--- src/rtl/cmp_grp_pkg.sv ---
package cmp_grp_pkg;
  localparam int NCH  = 7;
  localparam int CH_W = $clog2(NCH);

  typedef enum logic [1:0] {
    LD_WRITE  = 2'b00,
    LD_ZERO   = 2'b01,
    LD_ZMIX   = 2'b10,
    LD_PERIOD = 2'b11
  } ld_sel_e;

  typedef enum logic [1:0] {
    GRP_NONE    = 2'b00,
    GRP_PAIRS   = 2'b01,
    GRP_TRIPLES = 2'b10,
    GRP_ALL     = 2'b11
  } grp_mode_e;

  // leader channel index of channel ch under a grouping layout
  function automatic logic [CH_W-1:0] leader_of(grp_mode_e m, logic [CH_W-1:0] ch);
    logic [CH_W-1:0] r;
    r = ch;
    if (ch != '0) begin
      case (m)
        GRP_PAIRS:   r = ch[0] ? ch : ch - CH_W'(1);
        GRP_TRIPLES: r = (ch <= CH_W'(3)) ? CH_W'(1) : CH_W'(4);
        GRP_ALL:     r = CH_W'(1);
        default:     r = ch;
      endcase
    end
    return r;
  endfunction
endpackage

--- src/rtl/cgl_group_map.sv ---
module cgl_group_map
  import cmp_grp_pkg::*;
(
  input  logic [1:0]       grp_mode,
  input  logic [2*NCH-1:0] ld_ctl,
  input  logic [NCH-1:0]   written,
  output logic [2*NCH-1:0] eff_ctl,
  output logic [NCH-1:0]   grp_ready
);
  grp_mode_e       mode;
  logic [CH_W-1:0] ldr [NCH];

  assign mode = grp_mode_e'(grp_mode);

  genvar c;
  generate
    for (c = 0; c < NCH; c++) begin : g_ch
      logic grouped;
      assign ldr[c]  = leader_of(mode, CH_W'(c));
      assign grouped = (mode != GRP_NONE) && (c != 0);
      assign eff_ctl[2*c +: 2] = grouped ? ld_ctl[2*ldr[c] +: 2] : ld_ctl[2*c +: 2];
    end
  endgenerate

  // a channel is ready when every member sharing its leader has been written
  always_comb begin
    for (int i = 0; i < NCH; i++) begin
      grp_ready[i] = 1'b1;
      for (int m = 0; m < NCH; m++) begin
        if ((mode != GRP_NONE) && (i != 0) && (m != 0) && (ldr[m] == ldr[i]) && !written[m])
          grp_ready[i] = 1'b0;
      end
    end
  end
endmodule

--- src/rtl/cgl_event_dec.sv ---
module cgl_event_dec
  import cmp_grp_pkg::*;
(
  input  logic [2*NCH-1:0] eff_ctl,
  input  logic             at_zero,
  input  logic             at_period,
  input  logic             updn_mode,
  output logic [NCH-1:0]   fire,
  output logic [NCH-1:0]   direct
);
  genvar c;
  generate
    for (c = 0; c < NCH; c++) begin : g_dec
      ld_sel_e sel;
      assign sel = ld_sel_e'(eff_ctl[2*c +: 2]);
      always_comb begin
        direct[c] = 1'b0;
        fire[c]   = 1'b0;
        case (sel)
          LD_WRITE:  direct[c] = 1'b1;
          LD_ZERO:   fire[c]   = at_zero;
          LD_ZMIX:   fire[c]   = at_zero | (updn_mode & at_period);
          LD_PERIOD: fire[c]   = at_period;
          default:   fire[c]   = 1'b0;
        endcase
      end
    end
  endgenerate
endmodule

--- src/rtl/cgl_channel.sv ---
module cgl_channel #(
  parameter int DATA_W = 16
) (
  input  logic              clk,
  input  logic              rst_n,
  input  logic              wr,
  input  logic [DATA_W-1:0] wr_data,
  input  logic              direct,
  input  logic              fire,
  input  logic              ready,
  output logic [DATA_W-1:0] latch_q,
  output logic              written_q
);
  logic [DATA_W-1:0] reg_q, reg_nxt, latch_nxt;
  logic              reg_en, latch_en, flag_en, flag_nxt, evt_load;

  always_comb begin
    evt_load  = fire & ready & ~direct;
    reg_en    = wr;
    reg_nxt   = wr_data;
    latch_en  = (direct & wr) | evt_load;
    latch_nxt = (direct & wr) ? wr_data : reg_q;
    flag_en   = wr | evt_load | direct;
    flag_nxt  = wr & ~direct;
  end

  always_ff @(posedge clk or negedge rst_n) begin
    if (!rst_n) begin
      reg_q     <= '0;
      latch_q   <= '0;
      written_q <= 1'b0;
    end else begin
      if (reg_en)   reg_q     <= reg_nxt;
      if (latch_en) latch_q   <= latch_nxt;
      if (flag_en)  written_q <= flag_nxt;
    end
  end
endmodule

--- src/rtl/cmp_latch_group.sv ---
module cmp_latch_group
  import cmp_grp_pkg::*;
#(
  parameter int DATA_W = 16
) (
  input  logic                  clk,
  input  logic                  rst_n,
  input  logic [NCH-1:0]        wr_sel,
  input  logic [DATA_W-1:0]     wr_data,
  input  logic [1:0]            grp_mode,
  input  logic [2*NCH-1:0]      ld_ctl,
  input  logic                  at_zero,
  input  logic                  at_period,
  input  logic                  updn_mode,
  output logic [DATA_W*NCH-1:0] latch_out
);
  logic [1:0]       rst_sync;
  logic             rst_ns;
  logic [2*NCH-1:0] eff_ctl;
  logic [NCH-1:0]   grp_ready, written, fire, direct;

  always_ff @(posedge clk or negedge rst_n) begin
    if (!rst_n) rst_sync <= 2'b00;
    else        rst_sync <= {rst_sync[0], 1'b1};
  end
  assign rst_ns = rst_sync[1];

  cgl_group_map u_map (
    .grp_mode  (grp_mode),
    .ld_ctl    (ld_ctl),
    .written   (written),
    .eff_ctl   (eff_ctl),
    .grp_ready (grp_ready)
  );

  cgl_event_dec u_dec (
    .eff_ctl   (eff_ctl),
    .at_zero   (at_zero),
    .at_period (at_period),
    .updn_mode (updn_mode),
    .fire      (fire),
    .direct    (direct)
  );

  genvar c;
  generate
    for (c = 0; c < NCH; c++) begin : g_chan
      cgl_channel #(.DATA_W(DATA_W)) u_chan (
        .clk       (clk),
        .rst_n     (rst_ns),
        .wr        (wr_sel[c]),
        .wr_data   (wr_data),
        .direct    (direct[c]),
        .fire      (fire[c]),
        .ready     (grp_ready[c]),
        .latch_q   (latch_out[DATA_W*c +: DATA_W]),
        .written_q (written[c])
      );
    end
  endgenerate
endmodule

--- config.mk ---
export PLATFORM = sky130hd
export DESIGN_NAME = cmp_latch_group
export DESIGN_NICKNAME = d
export VERILOG_FILES = /design/src/rtl/cmp_grp_pkg.sv /design/src/rtl/cgl_group_map.sv /design/src/rtl/cgl_event_dec.sv /design/src/rtl/cgl_channel.sv /design/src/rtl/cmp_latch_group.sv
export SDC_FILE = /design/constraint.sdc
export NUM_CORES = 1
export LEC_CHECK = 0
export ABC_AREA = 0
export BUFFER_PORTS_ARGS = -buffer_cell sky130_fd_sc_hd__buf_2
export CORE_MARGIN = 2
export CORE_UTILIZATION = 55
export DETAILED_ROUTE_END_ITERATION = 8
export PLACE_DENSITY = 0.79
export SLEW_MARGIN = 0
export SYNTH_ARGS = -nofsm -noshare
export SYNTH_HDL_FRONTEND = slang
export SYNTH_SLANG_ARGS = --single-unit
--- constraint.sdc ---
create_clock -name clk -period 18.26 [get_ports clk]
set_input_delay 3.652 -clock clk [delete_from_list [all_inputs] [get_ports clk]]
set_output_delay 3.652 -clock clk [all_outputs]
set_load 0.01 [all_outputs]
# ---- Yosys cells after proc, flatten, opt, wreduce, memory -nomap -nowiden
# Index checks and enable logic that the tools add are counted.
dict set report totals {
  inputBits 44
  out_inout_bits 112
  reg_bits 232
  word_cells 283
}
dict set report classes {
  eq_ne 54
  n_reduce_logical 82
  n_mux 67
  bitwise_logic 54
  shift 5
}
# operator count
set ops {}
lappend ops {{$mux 16} 7}
lappend ops {{$logic_and 1x1->1} 66}
lappend ops {{$eq 3x3->1} 18}
lappend ops {{$mux 1} 43}
lappend ops {{$shiftx 14x5->2} 3}
lappend ops {{$eq 2x2->1 const B} 16}
lappend ops {{$shiftx 14x4->2} 2}
lappend ops {{$and 1x1->1} 27}
lappend ops {{$pmux 1 s3} 7}
lappend ops {{$eq 2x1->1 const B} 10}
lappend ops {{$or 1x1->1} 20}
lappend ops {{$logic_not 2->1} 7}
lappend ops {{$mux 2} 7}
lappend ops {{$eq 1x3->1 const A} 4}
lappend ops {{$pmux 3 s2} 2}
lappend ops {{$eq 3x1->1 const B} 3}
lappend ops {{$pmux 3 s3} 1}
lappend ops {{$not 1->1} 7}
lappend ops {{$logic_not 1->1} 6}
lappend ops {{$eq 3x2->1} 1}
lappend ops {{$reduce_or 3->1} 1}
lappend ops {{$eq 1x2->1 const A} 1}
lappend ops {{$eq 2x2->1} 1}
lappend ops {{$reduce_bool 2->1} 1}
lappend ops {{$reduce_or 2->1} 1}

# ---- Depth between registers and ports, before layout
# Gate-level depths: netlist of the first run.
dict set report logic_depth {
  depth_word 16
  depth_mapped 9
}

# ---- By module
# Synthesis of the first run repeated with hierarchy kept, for this count alone.
dict set report hier_totals {
  hier_cells 986
  area_unflattened_um2 12191.7
}
# module cells_per_inst n_inst area_each_um2 seq_area_each_um2
set by_module_without_submodules {}
lappend by_module_without_submodules {cgl_channel 129 7 1659.1 825.8}
lappend by_module_without_submodules {cgl_group_map 39 1 315.3 0.0}
lappend by_module_without_submodules {cgl_event_dec 41 1 209.0 0.0}
lappend by_module_without_submodules {cmp_latch_group 3 1 53.8 50.0}

# ---- Worst setup path before layout of the first run
# Ideal clock, no wire load.
dict set report synth_timing {
  kind {input port to flip-flop}
  startpoint {input grp_mode[0]}
  endpoint {register g_chan[2].u_chan.latch_q[10]}
  required_time_ns 18.137
  n_path_buf 3
  setup_ns 0.123
  path_slack_ns 12.956
  cell_stages 8
  arrival_ns 5.181
  path_cell_list {buf_6 -> nor2_4 -> mux2i_2 -> o211ai_1 -> or2_1 -> buf_6 -> buf_6 -> o221a_1}
}
dict set report synth_between {
  elab_chain_cells 15
}
# item line_no
set synth_lines {}
lappend synth_lines {{start: declaration} cmp_latch_group.sv:10} ;# input logic [1:0] grp_mode,
lappend synth_lines {{$eq 2x1->1 / $eq 2x2->1 (equally long branches)} cmp_grp_pkg.sv:24} ;# case (m)
lappend synth_lines {{$reduce_or 3->1 (no line)} n/a}
lappend synth_lines {{$mux 2} cmp_grp_pkg.sv:24}
lappend synth_lines {{$eq 1x2->1} cgl_group_map.sv:30} ;# if ((mode != GRP_NONE) && (i != 0) && (m != 0) && (ldr[m] == ldr[i]) && !written[m])
lappend synth_lines {{$logic_and 1x1->1 (2 in a row)} cgl_group_map.sv:30}
lappend synth_lines {{$mux 1 (6 in a row)} cgl_group_map.sv:30}
lappend synth_lines {{$and 1x1->1 (2 in a row)} cgl_channel.sv:18} ;# evt_load = fire & ready & ~direct;
lappend synth_lines {{$or 1x1->1} cgl_channel.sv:21} ;# latch_en = (direct & wr) | evt_load;
lappend synth_lines {{end signal: assignment} cgl_channel.sv:34} ;# if (latch_en) latch_q <= latch_nxt;
lappend synth_lines {{end: declaration} cgl_channel.sv:11} ;# output logic [DATA_W-1:0] latch_q,
# Parallel ways exist; a longest one is shown, timed or not.
# A chain may end at the register's enable or synchronous reset.

# ---- Worst setup path in the final report of the first run
dict set report layout_timing {
  startpoint {input grp_mode[1]}
  endpoint {register g_chan[4].u_chan.latch_q[0]}
}
dict set report layout_between {
  elab_chain_cells 14
}
# item line_no
set layout_lines {}
lappend layout_lines {{branches (longest 14 deep; another with $shiftx 14x5->2)} n/a}
lappend layout_lines {{end signal: assignment} cgl_channel.sv:34}
lappend layout_lines {{end: declaration} cgl_channel.sv:11}
# Several ways; the timed one is not identified.

==> results of run 1 <==
## cell type report
class                   instances  area [um^2]  share of cell area [%]
flip-flops and latches        232         5810                    48.5
repair buffers                161          833                    6.96
inverters                     105          394                    3.29
clock buffers                  38          734                    6.14
clock inverters                 5         53.8                   0.449
well taps                     234          293                    2.45
multi-input cells             540         3850                    32.2
## worst max-delay path by stage
stage / from / depth (start not counted) / endpoint / slack [ps]
after floorplan: rst_sync[1] / 0 / g_chan[0].u_chan.latch_q[0] / 11320
after global placement: grp_mode[1] / 6 / g_chan[2].u_chan.latch_q[5] / 12330
after detailed placement: grp_mode[1] / 6 / g_chan[4].u_chan.latch_q[3] / 12200
after CTS: grp_mode[1] / 6 / g_chan[4].u_chan.latch_q[0] / 12720
after global routing: grp_mode[1] / 6 / g_chan[2].u_chan.latch_q[9] / 12520
final: grp_mode[1] / 6 / g_chan[4].u_chan.latch_q[0] / 12710
## power groups by stage
stage	sequential (uW)	combinational [uW]	clock [uW]
floorplan	711	159	0
global placement	686	307	0
detailed placement	685	319	0
CTS	679	319	496
global route	689	350	518
finish	679	316	489
## critical path: cells and delay by family
| family | cells | cell delay (ps) |
|---|---|---|
| multiplexers | 1 | 350 |
| AND/OR/NAND/NOR | 1 | 600 |
| AO/OA/AOI/OAI | 3 | 870 |
| buffers and inverters | 1 | 410 |
## synth_stat cells (all sizes together) (3+ instances only)
cell and count:
dfrtp 232, a21o 8, o21ai 69, or3 16
mux4 4, a221o 7, and3 9, nor2 35
nand2b 3, o21a 6, a22o 5, a21oi 31
a21boi 3, nand2 124, a211oi 4, o211ai 3
o221a 17, buf 24, xor2 4, or2 3
inv 105, nand3 4, nor3 3, a22oi 4
mux2 63, o22a 4, mux2i 39, o221ai 50
clkbuf 53
## stage by stage
step / instances / utilization, %
final: 1315 / 64.2
after global placement: 1272 / 60.0
after CTS: 1315 / 64.2
after floorplan: 954 / -
after detailed placement: 1272 / 60.0
after global routing: 1315 / 64.2
## registers in the layout, indices dropped and copies added, names as in the netlist
register                 count
rst_sync                     2
g_chan.u_chan.written_q      6
g_chan.u_chan.reg_q        112
g_chan.u_chan.latch_q      112
## kinds of logic after synthesis
| group | after synthesis | synth area share [%] |
|---|---|---|
| AND/OR/NAND/NOR | 205 | 8.53 |
| multiplexers | 106 | 11.4 |
| flip-flops | 232 | 55.6 |
| other | 1 | 0.0359 |
| AO/OA/AOI/OAI | 224 | 16.5 |
| XOR/XNOR | 4 | 0.336 |
| buffers and inverters | 182 | 7.53 |
## layer usage
| layer | vias to the layer above | share of wire (%) | wire [um] | GRT usage (%) |
|---|---|---|---|---|
| met4 | 0 | 3.9 | 1010 | 10.3 |
| met1 | 3768 | 43 | 11200 | 37.5 |
| met5 | - | 0 | 0 | 0 |
| met3 | 65 | 7.1 | 1860 | 4.32 |
| li1 | 3516 | - | - | - |
| met2 | 307 | 46 | 12000 | 40.9 |
==> impl_metrics.ini, run 1 <==
[worst_setup_path]
worstPathRequired_ps = 18620
slowest_delay_ps = 600
critPathLaunchType = primary input
crit_type = primary input to flip-flop
end_kind = flip-flop
rr_endpoint = g_chan[1].u_chan.latch_q[8]
r2r_slack_ps = 16080
cp_max_fo = 29
crit_slowest_cell = and3_1
crit_arrival_ps = 5910
crit_chain = buf_2 > mux2i_1 > a21o_1 > and3_1 > o21bai_4 > o221ai_1
rr_startpoint = g_chan[6].u_chan.written_q
reg2reg_depth = 5

[yosys]
synth_cells = 954
synth_cell_type_count = 59
ys_seq_elements = 232
syn_nets = 998
async_flop_share_pct = 100
seq_area_frac_synth_pct = 55.6
avgSynthCellArea_um2 = 10.9
synth_edf_count = 0
synth_top_area_share_pct = 55.6
ys_warn_count = 0
ys_top_cells_by_area = dfrtp_1 56%, mux2_2 6.8%, nand2_1 4.5%, inv_1 3.8%, mux2i_1 3.6%
yosysTopAreaCell = dfrtp_1
synth_flop_cell = dfrtp_1
synth_area_um2 = 10400

[global_routing]
grt_pass1_wl_um = 41300
grt_max_degree = 164
globalRouteTotalUtil_pct = 26.3
grt_pass1_vias = 7484
grt_overflow_total = 0
antenna_found_initial = 0

[timing]
tightest_slew_ps = 933
clock-skew-final_ps = 24.1
setup_viol = 0
slew_headroom_pct = 37.8
max_freq_mhz = 180
setup_tns_ps = 0
timing.final.hold_violations = 0
drv_slew = 0
final.period_utilization_pct = 30.4
rsz0062_at_grt = no
min_period_ps = 5550
whs_ps = 353
worst_slack_ps = 12710

[clock_network]
numCtsBuffers = 25
postCtsSetupRepairBufs = 0
ctsHtreeMaxLevel = 1
insertion_delay_ps = 530
clk_path_buf_depth = 3
clock-sinks = 232
cts_tree = built
clk_pin_slew_worst_paths_ps = 60
post_cts_resized = 0
cts_hold_buf = 0
cts_root_buffer = clkbuf_16

[power]
comb_power_share_pct = 21.3
p_clk_share_pct = 33.0
pwr-share-seq_pct = 45.7
irDropWorstVdd_v = 0.0000726
power.total_uw = 1480
internal-power_uw = 1040
power.density_nw_per_um2 = 124
power_switching_uw = 443
sw_frac_of_total_pct = 29.8
p_leak_uw = 0.00562

[floorplan]
die_h_um = 142
core_area_um2 = 18600
rows = 50
ios = 156
die_x_um = 142
start_util_pct = 56.0
dieArea_um2 = 20100

[routing]
drc = 0
vias = 7656
firstDrtPassIters = 5
via_per_inst = 5.82
ant_nets = 0
dr.first_iter.drc_count = 770
wire_per_inst_um = 19.8
wirelength_um = 26100

[layout]
synthToLayoutAreaGrowth_pct = 14.7
layout_common_cells = 231 x dfrtp_1, 155 x buf_2, 124 x nand2_1
final_common_cell = dfrtp_1
nNetsFinal = 1109
finish.instance_area_um2 = 12000
fillers = 1440
drive_gt1_share_pct = 26.5
diodes = 0

[status]
status = finished, final reports clean

[place]
gp_congestion = 0.867
dp_slack_ps = 12200
post_dp_cell_area_um2 = 11200
io_buffers = 155
dp_hpwl_um = 16500

[min_path]
hold_depth = 0
hold_end = rst_sync[1]
hp-class = flip-flop to flip-flop
hp-start = rst_sync[0]

[job]
maxCapViolCount = 0
(Power assumes the default switching activity.)
==> run 2, diff against run 1 <==
--- a/config.mk
+++ b/config.mk
@@ -8,7 +8,7 @@
 export ABC_AREA = 0
 export BUFFER_PORTS_ARGS = -buffer_cell sky130_fd_sc_hd__buf_2
 export CORE_MARGIN = 2
-export CORE_UTILIZATION = 55
+export CORE_UTILIZATION = 52
 export DETAILED_ROUTE_END_ITERATION = 8
 export PLACE_DENSITY = 0.79
 export SLEW_MARGIN = 0
==> constraint.sdc (replaced) <==
create_clock -name clk -period 4.6 [get_ports clk]
set_input_delay 0.92 -clock clk [delete_from_list [all_inputs] [get_ports clk]]
set_output_delay 0.92 -clock clk [all_outputs]
set_load 0.01 [all_outputs]
==> run 2 against run 1 <==
  * Via count up 0.13%
  * Critical path depth unchanged
  * Final cell count up 2.4%
  * First-iteration DRC count down 2.7%
  * Non-clock buffer count up 1
  * Critical endpoint is now g_chan[5].u_chan.latch_q[14]
  * Largest cell class unchanged
==> impl_metrics.ini, run 2 (synthesis gave the netlist of run 1 again) <==
[power]
power_switching_uw = 1760
comb_power_share_pct = 21.8
p_clk_share_pct = 32.3
sw_frac_of_total_pct = 30.1
irDropWorstVdd_v = 0.000303
p_leak_uw = 0.00561
internal-power_uw = 4100
pwr-share-seq_pct = 45.9
power.density_nw_per_um2 = 488

[global_routing]
grt_pass1_vias = 7688
grt_max_degree = 146
grt_overflow_total = 0
globalRouteTotalUtil_pct = 24.8
grt_pass1_wl_um = 42200
antenna_found_initial = 0

[floorplan]
ios = 156
die_x_um = 146
core_area_um2 = 19600
start_util_pct = 53.3
die_h_um = 146
dieArea_um2 = 21200
rows = 51

[timing]
timing.final.hold_violations = 0
setup_tns_ps = 0
max_freq_mhz = 332
clock-skew-final_ps = 10.8
min_period_ps = 3010
setup_viol = 0
slew_headroom_pct = 16.6
final.period_utilization_pct = 65.5
drv_slew = 0
rsz0062_at_grt = no
tightest_slew_ps = 1250

[place]
gp_congestion = 0.882
dp_hpwl_um = 17100
io_buffers = 155
post_dp_cell_area_um2 = 11200

[min_path]
hp-class = primary input to asynchronous set/reset pin

[routing]
vias = 7666
wirelength_um = 26500
wire_per_inst_um = 19.7
ant_nets = 0
drc = 0
dr.first_iter.drc_count = 749
firstDrtPassIters = 5
via_per_inst = 5.70

[clock_network]
cts_root_buffer = clkbuf_16
clk_path_buf_depth = 3
numCtsBuffers = 24
post_cts_resized = 0
insertion_delay_ps = 510
postCtsSetupRepairBufs = 0
clock-sinks = 232
cts_tree = built
ctsHtreeMaxLevel = 1
cts_hold_buf = 0
clk_pin_slew_worst_paths_ps = 60

[layout]
seq_area_um2 = 5810
multi_input_area_um2 = 3850
layout_common_cells = 231 x dfrtp_1, 155 x buf_2, 124 x nand2_1
fillers = 1615
drive_gt1_share_pct = 26.8
synthToLayoutAreaGrowth_pct = 15.1
finish.instance_area_um2 = 12000
fin_util_pct = 61.3
nNetsFinal = 1109
top_regs = g_chan.u_chan.latch_q: 112 flops, g_chan.u_chan.reg_q: 112 flops, g_chan.u_chan.written_q: 6 flops
final_common_cell = dfrtp_1

[worst_setup_path]
rr_endpoint = g_chan[5].u_chan.latch_q[14]
crit_arrival_ps = 3320
worstPathRequired_ps = 4910
cp_max_fo = 18
r2r_slack_ps = 2030
reg2reg_depth = 5
rr_startpoint = g_chan[6].u_chan.written_q
end_kind = flip-flop
crit_type = primary input to flip-flop
critPathLaunchType = primary input

[status]
status = finished, final reports clean

[job]
maxCapViolCount = 0
-- run 2: cell count changes in the layout (fill, tap and decap cells not counted), sizes merged --
cell      delta
buf          +1
clkbuf       -4
clkinv       +1
clkinvlp     +1
diode        +1
-- run 2: metrics by stage --
step / cells / power (uW) / hold WS, ps / worst slack, ps
2_1_floorplan: 954 / 3450 / 331 / 788
3_3_place_gp: 1304 / 3950 / 208 / 1250
3_5_place_dp: 1304 / 3990 / 208 / 1160
4_1_cts: 1345 / 5890 / 170 / 1640
5_1_grt: 1345 / 6140 / 173 / 1410
6_report: 1346 / 5860 / 188 / 1590
-- run 2: layout make-up --
cell class / instances / area share, %
sequential: 232 / 48.4
multi-input combinational: 540 / 32.1
timing repair buffer: 162 / 7.00
clock buffer: 34 / 5.81
inverter: 105 / 3.28
tap: 265 / 2.76
clock inverter: 7 / 0.646
antenna: 1 / 0.0208
-- run 2: routing by layer --
layer	part of all wire [%]	track usage, %
met2	47	39.1
met3	5.7	2.79
met5	0	0
met1	44	36.0
met4	2.9	8.43
-- run 2: worst max-delay path, stage by stage --
cell      delay, ps
buf_2           340
mux2i_1         350
a21o_1          200
and3_1          570
o21bai_1        630
o221ai_1        300
-- run 2: power groups by stage --
stage / logic [uW] / registers (uW) / clock network (uW)
after floorplan: 632 / 2820 / 0
after global placement: 1240 / 2710 / 0
after detailed placement: 1280 / 2710 / 0
after CTS: 1290 / 2690 / 1920
after global routing: 1400 / 2730 / 2010
final: 1280 / 2690 / 1890
-- run 2: worst max-delay path by stage --
stage                           start                            to  slack (ps)  depth (start not counted)
after detailed placement  grp_mode[0]   g_chan[5].u_chan.latch_q[1]        1160                          6
after global routing      grp_mode[0]   g_chan[5].u_chan.latch_q[6]        1410                          6
final                     grp_mode[0]  g_chan[5].u_chan.latch_q[14]        1590                          6
after floorplan           rst_sync[1]   g_chan[0].u_chan.latch_q[0]         790                          0
after CTS                 grp_mode[0]  g_chan[5].u_chan.latch_q[12]        1640                          6
after global placement    grp_mode[0]   g_chan[5].u_chan.latch_q[1]        1250                          6
==> run 3, diff against run 2 <==
--- a/config.mk
+++ b/config.mk
@@ -8,7 +8,7 @@
 export ABC_AREA = 0
 export BUFFER_PORTS_ARGS = -buffer_cell sky130_fd_sc_hd__buf_2
 export CORE_MARGIN = 2
-export CORE_UTILIZATION = 52
+export CORE_UTILIZATION = 55
 export DETAILED_ROUTE_END_ITERATION = 8
 export PLACE_DENSITY = 0.79
 export SLEW_MARGIN = 0
==> constraint.sdc (replaced) <==
create_clock -name clk -period 2.8 [get_ports clk]
set_input_delay 0.56 -clock clk [delete_from_list [all_inputs] [get_ports clk]]
set_output_delay 0.56 -clock clk [all_outputs]
set_load 0.01 [all_outputs]
==> run 3 against run 2 <==
  * Critical endpoint is now g_chan[2].u_chan.latch_q[14]
  * Via count is 1.6% higher
  * Global-route usage increased by 2.3 points
  * Clock skew rose by 16 ps
  * Highest routed layer unchanged
  * Die area down 5.3%
  * Critical path type unchanged
==> impl_metrics.ini, run 3 (synthesis gave the netlist of run 1 again) <==
[layout]
synthToLayoutAreaGrowth_pct = 17.7
final_common_cell = dfrtp_1
fin_util_pct = 65.9
top_regs = g_chan.u_chan.latch_q: 112 flops, g_chan.u_chan.reg_q: 112 flops, g_chan.u_chan.written_q: 6 flops
nNetsFinal = 1126
drive_gt1_share_pct = 28.3
layout_common_cells = 231 x dfrtp_1, 155 x buf_2, 124 x nand2_1
instances_no_fill = 1336
fillers = 1396

[global_routing]
antenna_found_initial = 1
grt_pass1_vias = 7623
grt_max_degree = 76
grt_overflow_total = 0
globalRouteTotalUtil_pct = 27.1
grt_pass1_wl_um = 42400

[timing]
setup_tns_ps = 0
whs_ps = 317
slew_headroom_pct = 51.7
min_period_ps = 2060
max_freq_mhz = 486
clock-skew-final_ps = 26.7
timing.final.hold_violations = 0
setup_viol = 0
final.period_utilization_pct = 73.5
drv_slew = 0
tightest_slew_ps = 725
rsz0062_at_grt = no

[worst_setup_path]
end_kind = flip-flop
reg2reg_depth = 6
r2r_slack_ps = 790
worstPathRequired_ps = 3250
rr_endpoint = g_chan[1].u_chan.latch_q[10]
crit_path_end = g_chan[2].u_chan.latch_q[14]
crit_start = grp_mode[1]
rr_startpoint = g_chan[5].u_chan.written_q
crit_type = primary input to flip-flop
cp_max_fo = 29
crit_arrival_ps = 2500
critPathLaunchType = primary input

[power]
power.total_uw = 10200
power.density_nw_per_um2 = 830
p_leak_uw = 0.00577
irDropWorstVdd_v = 0.000377

[routing]
via_per_inst = 5.83
ant_nets = 0
firstDrtPassIters = 5
dr.first_iter.drc_count = 657
drc = 0
wirelength_um = 26700
wire_per_inst_um = 20.0
vias = 7790

[min_path]
hp-class = flip-flop to asynchronous set/reset pin

[status]
status = finished, final reports clean

[clock_network]
clk_pin_slew_worst_paths_ps = 60
cts_root_buffer = clkbuf_16
numCtsBuffers = 25
cts_tree = built
clk_path_buf_depth = 3
insertion_delay_ps = 530
postCtsSetupRepairBufs = 0
clock-sinks = 232
ctsHtreeMaxLevel = 1

[place]
io_buffers = 155
gp_congestion = 0.865
dp_hpwl_um = 16900
dp.cells = 1288

[floorplan]
die_x_um = 142
rows = 50
ios = 156
start_util_pct = 56.0
dieArea_um2 = 20100
core_area_um2 = 18600
die_h_um = 142

[job]
maxCapViolCount = 0
## run 3: cell count changes in the layout (fill, tap and decap cells not counted)
cell,delta
buf_4,+12
diode_2,+1
buf_12,+3
bufinv_16,+5
clkbuf_1,-3
clkbuf_16,+1
clkbuf_8,-2
clkinv_4,+1
dlygate4sd3_1,+1
clkinv_8,-1
clkinvlp_4,+3
## run 3: critical path: stages
cell and delay, ps:
buf_2 430, nor2_4 90, mux2i_1 140, o32a_1 380, o22ai_2 570, o221a_1 320
## run 3: area by class of cell
class                      instances  area (um^2)  area share [%]
inverter                         105          394            3.21
tap                              234          293            2.38
multi-input combinational        540         3850            31.4
clock buffer                      30          684            5.57
antenna                            2         5.00          0.0407
timing repair buffer             178         1000            8.15
sequential                       232         5810            47.3
clock inverter                    15          243            1.98
## run 3: power breakdown
part	internal, uW	switching (uW)	leakage (uW)
combinational	928	1210	0.00257
sequential	4000	409	0.00275
clock	2300	1350	0.000444
## run 3: through the flow
step / cell area [um^2] / setup slack, ps
2_1_floorplan: 10400 / 457
3_3_place_gp: 11300 / 297
3_5_place_dp: 11300 / 232
4_1_cts: 12300 / 784
5_1_grt: 12300 / 607
6_report: 12300 / 742
## run 3: per-layer routing
| metal | GRT usage (%) | wire, um | up-vias |
|---|---|---|---|
| li1 | - | - | 3559 |
| met1 | 37.4 | 11400 | 3904 |
| met2 | 43.6 | 12600 | 272 |
| met3 | 4.56 | 1660 | 55 |
| met4 | 10.0 | 948 | 0 |
| met5 | 0 | 0 | - |
## run 3: worst min path at each step
stage	startpoint	end	slack (ps)	cells past startpoint
2_1_floorplan	rst_n	rst_sync[0]	260	0
3_3_place_gp	rst_sync[1]	g_chan[3].u_chan.latch_q[9]	340	0
3_5_place_dp	rst_sync[0]	rst_sync[1]	340	0
4_1_cts	rst_n	rst_sync[1]	330	2
5_1_grt	rst_n	rst_sync[1]	340	2
6_report	rst_sync[1]	g_chan[1].u_chan.reg_q[14]	320	0
## run 3: repair_timing
| action | 4_1_cts | 5_1_grt |
|---|---|---|
| resized for setup | 0 | 0 |
| hold endpoints to repair | 2 | 0 |
| endpoints found under the setup margin | 0 | 0 |
| hold buffers | 1 | 0 |
